===== config.mk =====
export PLATFORM = sky130hd
export DESIGN_NAME = dma_wr_rx
export DESIGN_NICKNAME = d
export VERILOG_FILES = /design/src/rtl/dwr_pkg.sv /design/src/rtl/dwr_fifo.sv /design/src/rtl/dwr_track.sv /design/src/rtl/dma_wr_rx.sv
export SDC_FILE = /design/constraint.sdc
export NUM_CORES = 2
export LEC_CHECK = 0
export ABC_AREA = 0
export BUFFER_PORTS_ARGS = -buffer_cell sky130_fd_sc_hd__buf_2
export CAP_MARGIN = 20
export CORE_UTILIZATION = 55
export DETAILED_ROUTE_END_ITERATION = 16
export GPL_TIMING_DRIVEN = 1
export PLACE_DENSITY_LB_ADDON = 0.08
export REMOVE_ABC_BUFFERS = 1
export SLEW_MARGIN = 20
export SYNTH_ARGS = -nofsm -noshare
export SYNTH_HDL_FRONTEND = slang
export SYNTH_HIERARCHICAL = 1
export SYNTH_MEMORY_MAX_BITS = 65536
export SYNTH_SLANG_ARGS = --single-unit

===== constraint.sdc =====
create_clock -name clk -period 20.7 [get_ports clk]
set_clock_uncertainty 0.2 [all_clocks]
set_input_delay 1.035 -clock clk [delete_from_list [all_inputs] [get_ports clk]]
set_output_delay 1.035 -clock clk [all_outputs]
set_load 0.005 [all_outputs]

===== src/rtl/dwr_pkg.sv =====
package dwr_pkg;
  typedef enum logic {
    PKT_DATA = 1'b0,
    PKT_CMD  = 1'b1
  } pkt_kind_e;

  localparam int ERR_W       = 2;
  localparam int ERR_OVERLAP = 0;
  localparam int ERR_ORPHAN  = 1;
endpackage


===== src/rtl/dwr_fifo.sv =====
// Synchronous queue with LANES write lanes per cycle and one read per cycle.
// Storage is split into LANES banks by index, so each bank sees one write.
module dwr_fifo #(
  parameter int W     = 8,
  parameter int DEPTH = 4,
  parameter int LANES = 1
) (
  input  logic                           clk,
  input  logic                           rst,
  input  logic [$clog2(LANES+1)-1:0]     push_n,
  input  logic [LANES-1:0][W-1:0]        din,
  output logic [$clog2(DEPTH+1)-1:0]     free,
  output logic                           out_valid,
  output logic [W-1:0]                   out_data,
  input  logic                           out_ready
);
  localparam int PTR_W = $clog2(DEPTH);
  localparam int ROWS  = DEPTH / LANES;
  localparam int ROW_W = $clog2(ROWS);
  localparam int CNT_W = $clog2(DEPTH + 1);

  logic [PTR_W-1:0] wp, rp;
  logic [CNT_W-1:0] cnt;
  logic             ld;

  logic [LANES-1:0] bank_we;
  logic [ROW_W-1:0] bank_wrow [LANES];
  logic [W-1:0]     bank_wdat [LANES];
  logic [W-1:0]     bank_rdat [LANES];
  logic [ROW_W-1:0] rd_row;
  logic [W-1:0]     rd_dat;

  // lane l goes to index wp+l; consecutive indices live in distinct banks
  always_comb begin
    for (int b = 0; b < LANES; b++) begin
      bank_we[b]   = 1'b0;
      bank_wrow[b] = '0;
      bank_wdat[b] = '0;
      for (int l = 0; l < LANES; l++) begin
        if ((l < int'(push_n)) && (((int'(wp) + l) % LANES) == b)) begin
          bank_we[b]   = 1'b1;
          bank_wrow[b] = ROW_W'(((int'(wp) + l) % DEPTH) / LANES);
          bank_wdat[b] = din[l];
        end
      end
    end
  end

  assign rd_row = ROW_W'(int'(rp) / LANES);

  for (genvar b = 0; b < LANES; b++) begin : g_bank
    logic [W-1:0] mem [ROWS];
    always_ff @(posedge clk) begin
      if (bank_we[b]) mem[bank_wrow[b]] <= bank_wdat[b];
    end
    assign bank_rdat[b] = mem[rd_row];
  end

  always_comb begin
    rd_dat = bank_rdat[0];
    for (int b = 0; b < LANES; b++) begin
      if ((int'(rp) % LANES) == b) rd_dat = bank_rdat[b];
    end
  end

  // output register refills when empty or when its item is being taken
  assign ld   = (cnt != '0) && (!out_valid || out_ready);
  assign free = CNT_W'(DEPTH) - cnt;

  always_ff @(posedge clk) begin
    if (rst) begin
      wp        <= '0;
      rp        <= '0;
      cnt       <= '0;
      out_valid <= 1'b0;
    end else begin
      wp  <= wp + PTR_W'(push_n);
      cnt <= cnt + CNT_W'(push_n) - CNT_W'(ld);
      if (ld) begin
        rp        <= rp + PTR_W'(1);
        out_valid <= 1'b1;
      end else if (out_ready) begin
        out_valid <= 1'b0;
      end
    end
  end

  always_ff @(posedge clk) begin
    if (ld) out_data <= rd_dat;
  end
endmodule


===== src/rtl/dwr_track.sv =====
// Request sequencer: open flag, atoms still owed, sticky error bits.
module dwr_track
  import dwr_pkg::*;
#(
  parameter int SIZE_W = 13
) (
  input  logic             clk,
  input  logic             rst,
  input  logic             fire,
  input  logic             is_cmd,
  input  logic [SIZE_W-1:0] size,
  input  logic             clr,
  output logic             push_cmd,
  output logic [1:0]       push_atoms,
  output logic [ERR_W-1:0] err
);
  localparam int REM_W = SIZE_W + 1;

  logic             open_q, open_n;
  logic [REM_W-1:0] rem_q, rem_n;
  logic [ERR_W-1:0] new_err;

  always_comb begin
    push_cmd   = 1'b0;
    push_atoms = 2'd0;
    new_err    = '0;
    open_n     = open_q;
    rem_n      = rem_q;
    if (fire) begin
      if (is_cmd) begin
        push_cmd             = 1'b1;
        new_err[ERR_OVERLAP] = open_q;
        open_n               = 1'b1;
        rem_n                = {1'b0, size} + REM_W'(1);
      end else if (open_q) begin
        if (rem_q >= REM_W'(2)) begin
          push_atoms = 2'd2;
          rem_n      = rem_q - REM_W'(2);
        end else begin
          push_atoms = 2'd1;
          rem_n      = rem_q - REM_W'(1);
        end
        open_n = (rem_n != '0);
      end else begin
        new_err[ERR_ORPHAN] = 1'b1;
      end
    end
  end

  always_ff @(posedge clk) begin
    if (rst) begin
      open_q <= 1'b0;
      rem_q  <= '0;
      err    <= '0;
    end else begin
      open_q <= open_n;
      rem_q  <= rem_n;
      err    <= (clr ? '0 : err) | new_err;
    end
  end
endmodule


===== src/rtl/dma_wr_rx.sv =====
module dma_wr_rx
  import dwr_pkg::*;
#(
  parameter int ADDR_W     = 32,
  parameter int SIZE_W     = 13,
  parameter int ATOM_BYTES = 32,
  parameter int CMD_DEPTH  = 4,
  parameter int ATOM_DEPTH = 16
) (
  input  logic                                     clk,
  input  logic                                     rst,
  input  logic                                     in_valid,
  output logic                                     in_ready,
  input  logic                                     in_kind,
  input  logic [ADDR_W-1:0]                        in_addr,
  input  logic [SIZE_W-1:0]                        in_size,
  input  logic                                     in_ack,
  input  logic [2*ATOM_BYTES*8-1:0]                in_data,
  input  logic                                     err_clr,
  output logic [1:0]                               err,
  output logic                                     cmd_valid,
  input  logic                                     cmd_ready,
  output logic [ADDR_W-1:0]                        cmd_addr,
  output logic [SIZE_W+$clog2(ATOM_BYTES):0]       cmd_bytes,
  output logic                                     cmd_ack,
  output logic                                     atom_valid,
  input  logic                                     atom_ready,
  output logic [ATOM_BYTES*8-1:0]                  atom_data
);
  localparam int ATOM_W  = ATOM_BYTES * 8;
  localparam int ATOM_SH = $clog2(ATOM_BYTES);
  localparam int BYTES_W = SIZE_W + 1 + ATOM_SH;
  localparam int REC_W   = ADDR_W + BYTES_W + 1;
  localparam int CF_W    = $clog2(CMD_DEPTH + 1);
  localparam int AF_W    = $clog2(ATOM_DEPTH + 1);

  logic                     fire, is_cmd;
  logic                     push_cmd;
  logic [1:0]               push_atoms;
  logic [CF_W-1:0]          cmd_free;
  logic [AF_W-1:0]          atom_free;
  logic [BYTES_W-1:0]       bytes_w;
  logic [0:0][REC_W-1:0]    cmd_din;
  logic [REC_W-1:0]         cmd_rec;
  logic [1:0][ATOM_W-1:0]   atom_din;

  // room for the largest output of any one packet, whatever its kind
  assign in_ready = (cmd_free != '0) && (atom_free >= AF_W'(2));
  assign fire     = in_valid && in_ready;
  assign is_cmd   = (in_kind == PKT_CMD);

  assign bytes_w    = {{ATOM_SH{1'b0}}, ({1'b0, in_size} + (SIZE_W+1)'(1))} << ATOM_SH;
  assign cmd_din[0] = {in_addr, bytes_w, in_ack};
  assign atom_din   = in_data;

  dwr_track #(.SIZE_W(SIZE_W)) u_track (
    .clk        (clk),
    .rst        (rst),
    .fire       (fire),
    .is_cmd     (is_cmd),
    .size       (in_size),
    .clr        (err_clr),
    .push_cmd   (push_cmd),
    .push_atoms (push_atoms),
    .err        (err)
  );

  dwr_fifo #(.W(REC_W), .DEPTH(CMD_DEPTH), .LANES(1)) u_cmd_q (
    .clk       (clk),
    .rst       (rst),
    .push_n    (push_cmd),
    .din       (cmd_din),
    .free      (cmd_free),
    .out_valid (cmd_valid),
    .out_data  (cmd_rec),
    .out_ready (cmd_ready)
  );

  assign {cmd_addr, cmd_bytes, cmd_ack} = cmd_rec;

  dwr_fifo #(.W(ATOM_W), .DEPTH(ATOM_DEPTH), .LANES(2)) u_atom_q (
    .clk       (clk),
    .rst       (rst),
    .push_n    (push_atoms),
    .din       (atom_din),
    .free      (atom_free),
    .out_valid (atom_valid),
    .out_data  (atom_data),
    .out_ready (atom_ready)
  );
endmodule


==> summary.txt <==
Status - finished, final reports clean
Placed cell area - 188000 µm²
Fillers - 22000
Power Dens Cells - 128 nW/µm²
Cell Chain, Critical Path - inv_1 > ha_1 > and2_1 > ha_1 > inv_1 > nor4_1 > nor2_1 > and2_1 > o21ai_0 > buf_4 > nor3_1 > o21ba_4 > a21oi_1 > mux2_2 > nor2_4 > buf_4 > buf_4 > buf_4 > buf_4
Tmin final - 7860 ps
Grt peak-use layer - met2
Internal power - 18.6 mW
Gr ovfl total - 0
Maxcap violations - 0
Met1 GRT Util - 41.6%
Worst skew pair latency - 990 ps
Hold crit path type - input port to flop
Max IR drop VDD - 0.000123 V
Final setup fails - 0
Final core utilization - 63.0%
Most common cell after layout, fill and taps aside - edfxtp_1
Largest net degree at the start of global routing - 147
Relative slew slack - 21.6%
CP peak stage delay - 840 ps
Synth Warn # - 6
Combinational share of power - 21.4%
DIE AREA - 327000 µm²
CTS tree - done
CORE AREA - 322000 µm²
R2r startpoint - u_atom_q/cnt[2]
Commonest non-fill, non-tap cells in the layout - edfxtp_1 (4612), mux4_2 (970), buf_2 (877)
Placed cell count - 13000
R2R depth - 19
Worst reg-to-reg setup slack - 12840 ps
DRT iter0 DRCs - 10200
Worst Setup Start Kind - flop
CP Data Arrival Time - 8250 ps
Initial Util - 55.4%
Hold Buf Count CTS - 0
Sw frac - 28.0%
Unrepaired setup endpoints after global routing - false
Clock-pin slew on the worst setup and hold paths - 60 ps
Postcts setup bufs - 0
Initial antenna violation count - 118
CTS buffer count - 467
Routed len/inst - 34.3 µm
H-tree Lvls - 5
Final instance area - 203000 µm²
Vias in the first global route - 92400
First-pass GRT wire length - 675000 µm
Crit-path slowest cell - buf_4
Residual DRC - 0
Die Wd - 572 µm
Final Hold Fails - 0
Pre-antenna DRT Iters - 6
I/O pin cnt - 878
Leak Pwr - 67.0 nW
Fmax - 127 MHz
IO Port Bufs - 877
Final worst-path cycle share - 38.0%
Worst-Margin Slew - 1180 ps
Area grow syn2layout - 13.7%
Clock Power Share - 31.7%
CP Max Fanout - 52
Setup TNS - 0 ps
PostCTS Resize Cnt - 0
Final net count - 9786
PnR worst setup slack - 12840 ps
Sequential share of power - 46.9%
Worst Path Required - 21090 ps
Post-Syn Instances - 8182
Syn Std Cell Area - 178000 µm²
P_sw - 7.24 mW
Via count - 91200
Post-Layout Cell Count - 13900
End of the worst register-to-register path - u_atom_q/g_bank[0].mem[4][60]
GR Util met3 - 6.10%
Routed wire length - 478000 µm
Vias per Instance - 6.55
Multi-input combinational cell area - 36900 µm²
Die Span Y - 572 µm
Met2 usage - 45.6%
Root Driver - clkbuf_16
Critical path launch point - u_atom_q/cnt[2]
Pwr Total - 25.9 mW
Place WS - 12790 ps
Max Slew Vio Count - 0
Kind of critical path - flop to flop
Post-DP HPWL - 262000 µm
GRT Resource Usage Total - 29.2%
GPL Wtd Cong - 0.827
FF/Latch Area - 139000 µm²
Num rows - 208
Most used cell along the critical path - buf_4
Post-route ant nets - 0
Crit end category - flop
Hold WS - 218 ps
Max clock buf depth - 4
Worst Setup EP - u_atom_q/g_bank[0].mem[4][60]
Share of cells above drive strength 1 - 28.6%
Mean Syn Cell Area - 21.8 µm²
Clk sinks - 4654
[power groups by stage]
stage,logic (mW),registers [mW],clock network [mW]
after global routing,5.91,12.2,8.66
final,5.55,12.1,8.20
after global placement,5.50,12.3,0
after detailed placement,5.57,12.3,0
after floorplan,5.13,12.8,0
after CTS,5.59,12.1,8.31
[worst min path at each step]
stage                           from                      endpoint  slack (ps)  cells after the start
finish                       err_clr                u_track/err[1]         220                      4
CTS                          err_clr                u_track/err[1]         130                      4
global route              in_addr[2]  u_cmd_q/g_bank[0].mem[3][22]         200                      2
global placement      u_track/err[1]                u_track/err[1]         270                      2
detailed placement    u_track/err[1]                u_track/err[1]         290                      2
floorplan           u_track/rem_q[0]              u_track/rem_q[0]         260                      2
[worst max-delay path: cells and delay by family, from the launching register on]
kind            cells  cell delay [ps]
compound gates      3             1050
mux                 1              420
simple gates        6             1440
buf+inv             7             3340
flops               1              400
fa+ha+maj           2              460
[final cells by class]
cell class / count / share of cell area, %
sequential: 4654 / 68.7
multi-input combinational: 2991 / 18.2
clock buffer: 559 / 5.97
timing repair buffer: 1053 / 3.01
tap: 4305 / 2.66
clock inverter: 298 / 1.34
antenna: 44 / 0.0543
inverter: 28 / 0.0518
[state kept, by name (all words and copies together), names as in the netlist, named ones only]
signal	cells
u_atom_q/g_bank.mem	4096
u_atom_q/out_data	256
u_cmd_q/g_bank.mem	208
u_cmd_q/out_data	52
u_track/rem_q	14
u_atom_q/cnt	5
u_atom_q/rp	4
u_atom_q/wp	4
u_cmd_q/cnt	3
u_cmd_q/rp	2
u_cmd_q/wp	2
u_track/err	2
u_atom_q/out_valid	1
u_cmd_q/out_valid	1
u_track/open_q	1
[routing by layer]
layer / vias up / wire, µm
li1: 37000 / -
met1: 48900 / 189000
met2: 4518 / 227000
met3: 798 / 45800
met4: 66 / 15800
met5: - / 395
(Power assumes the default switching activity.)
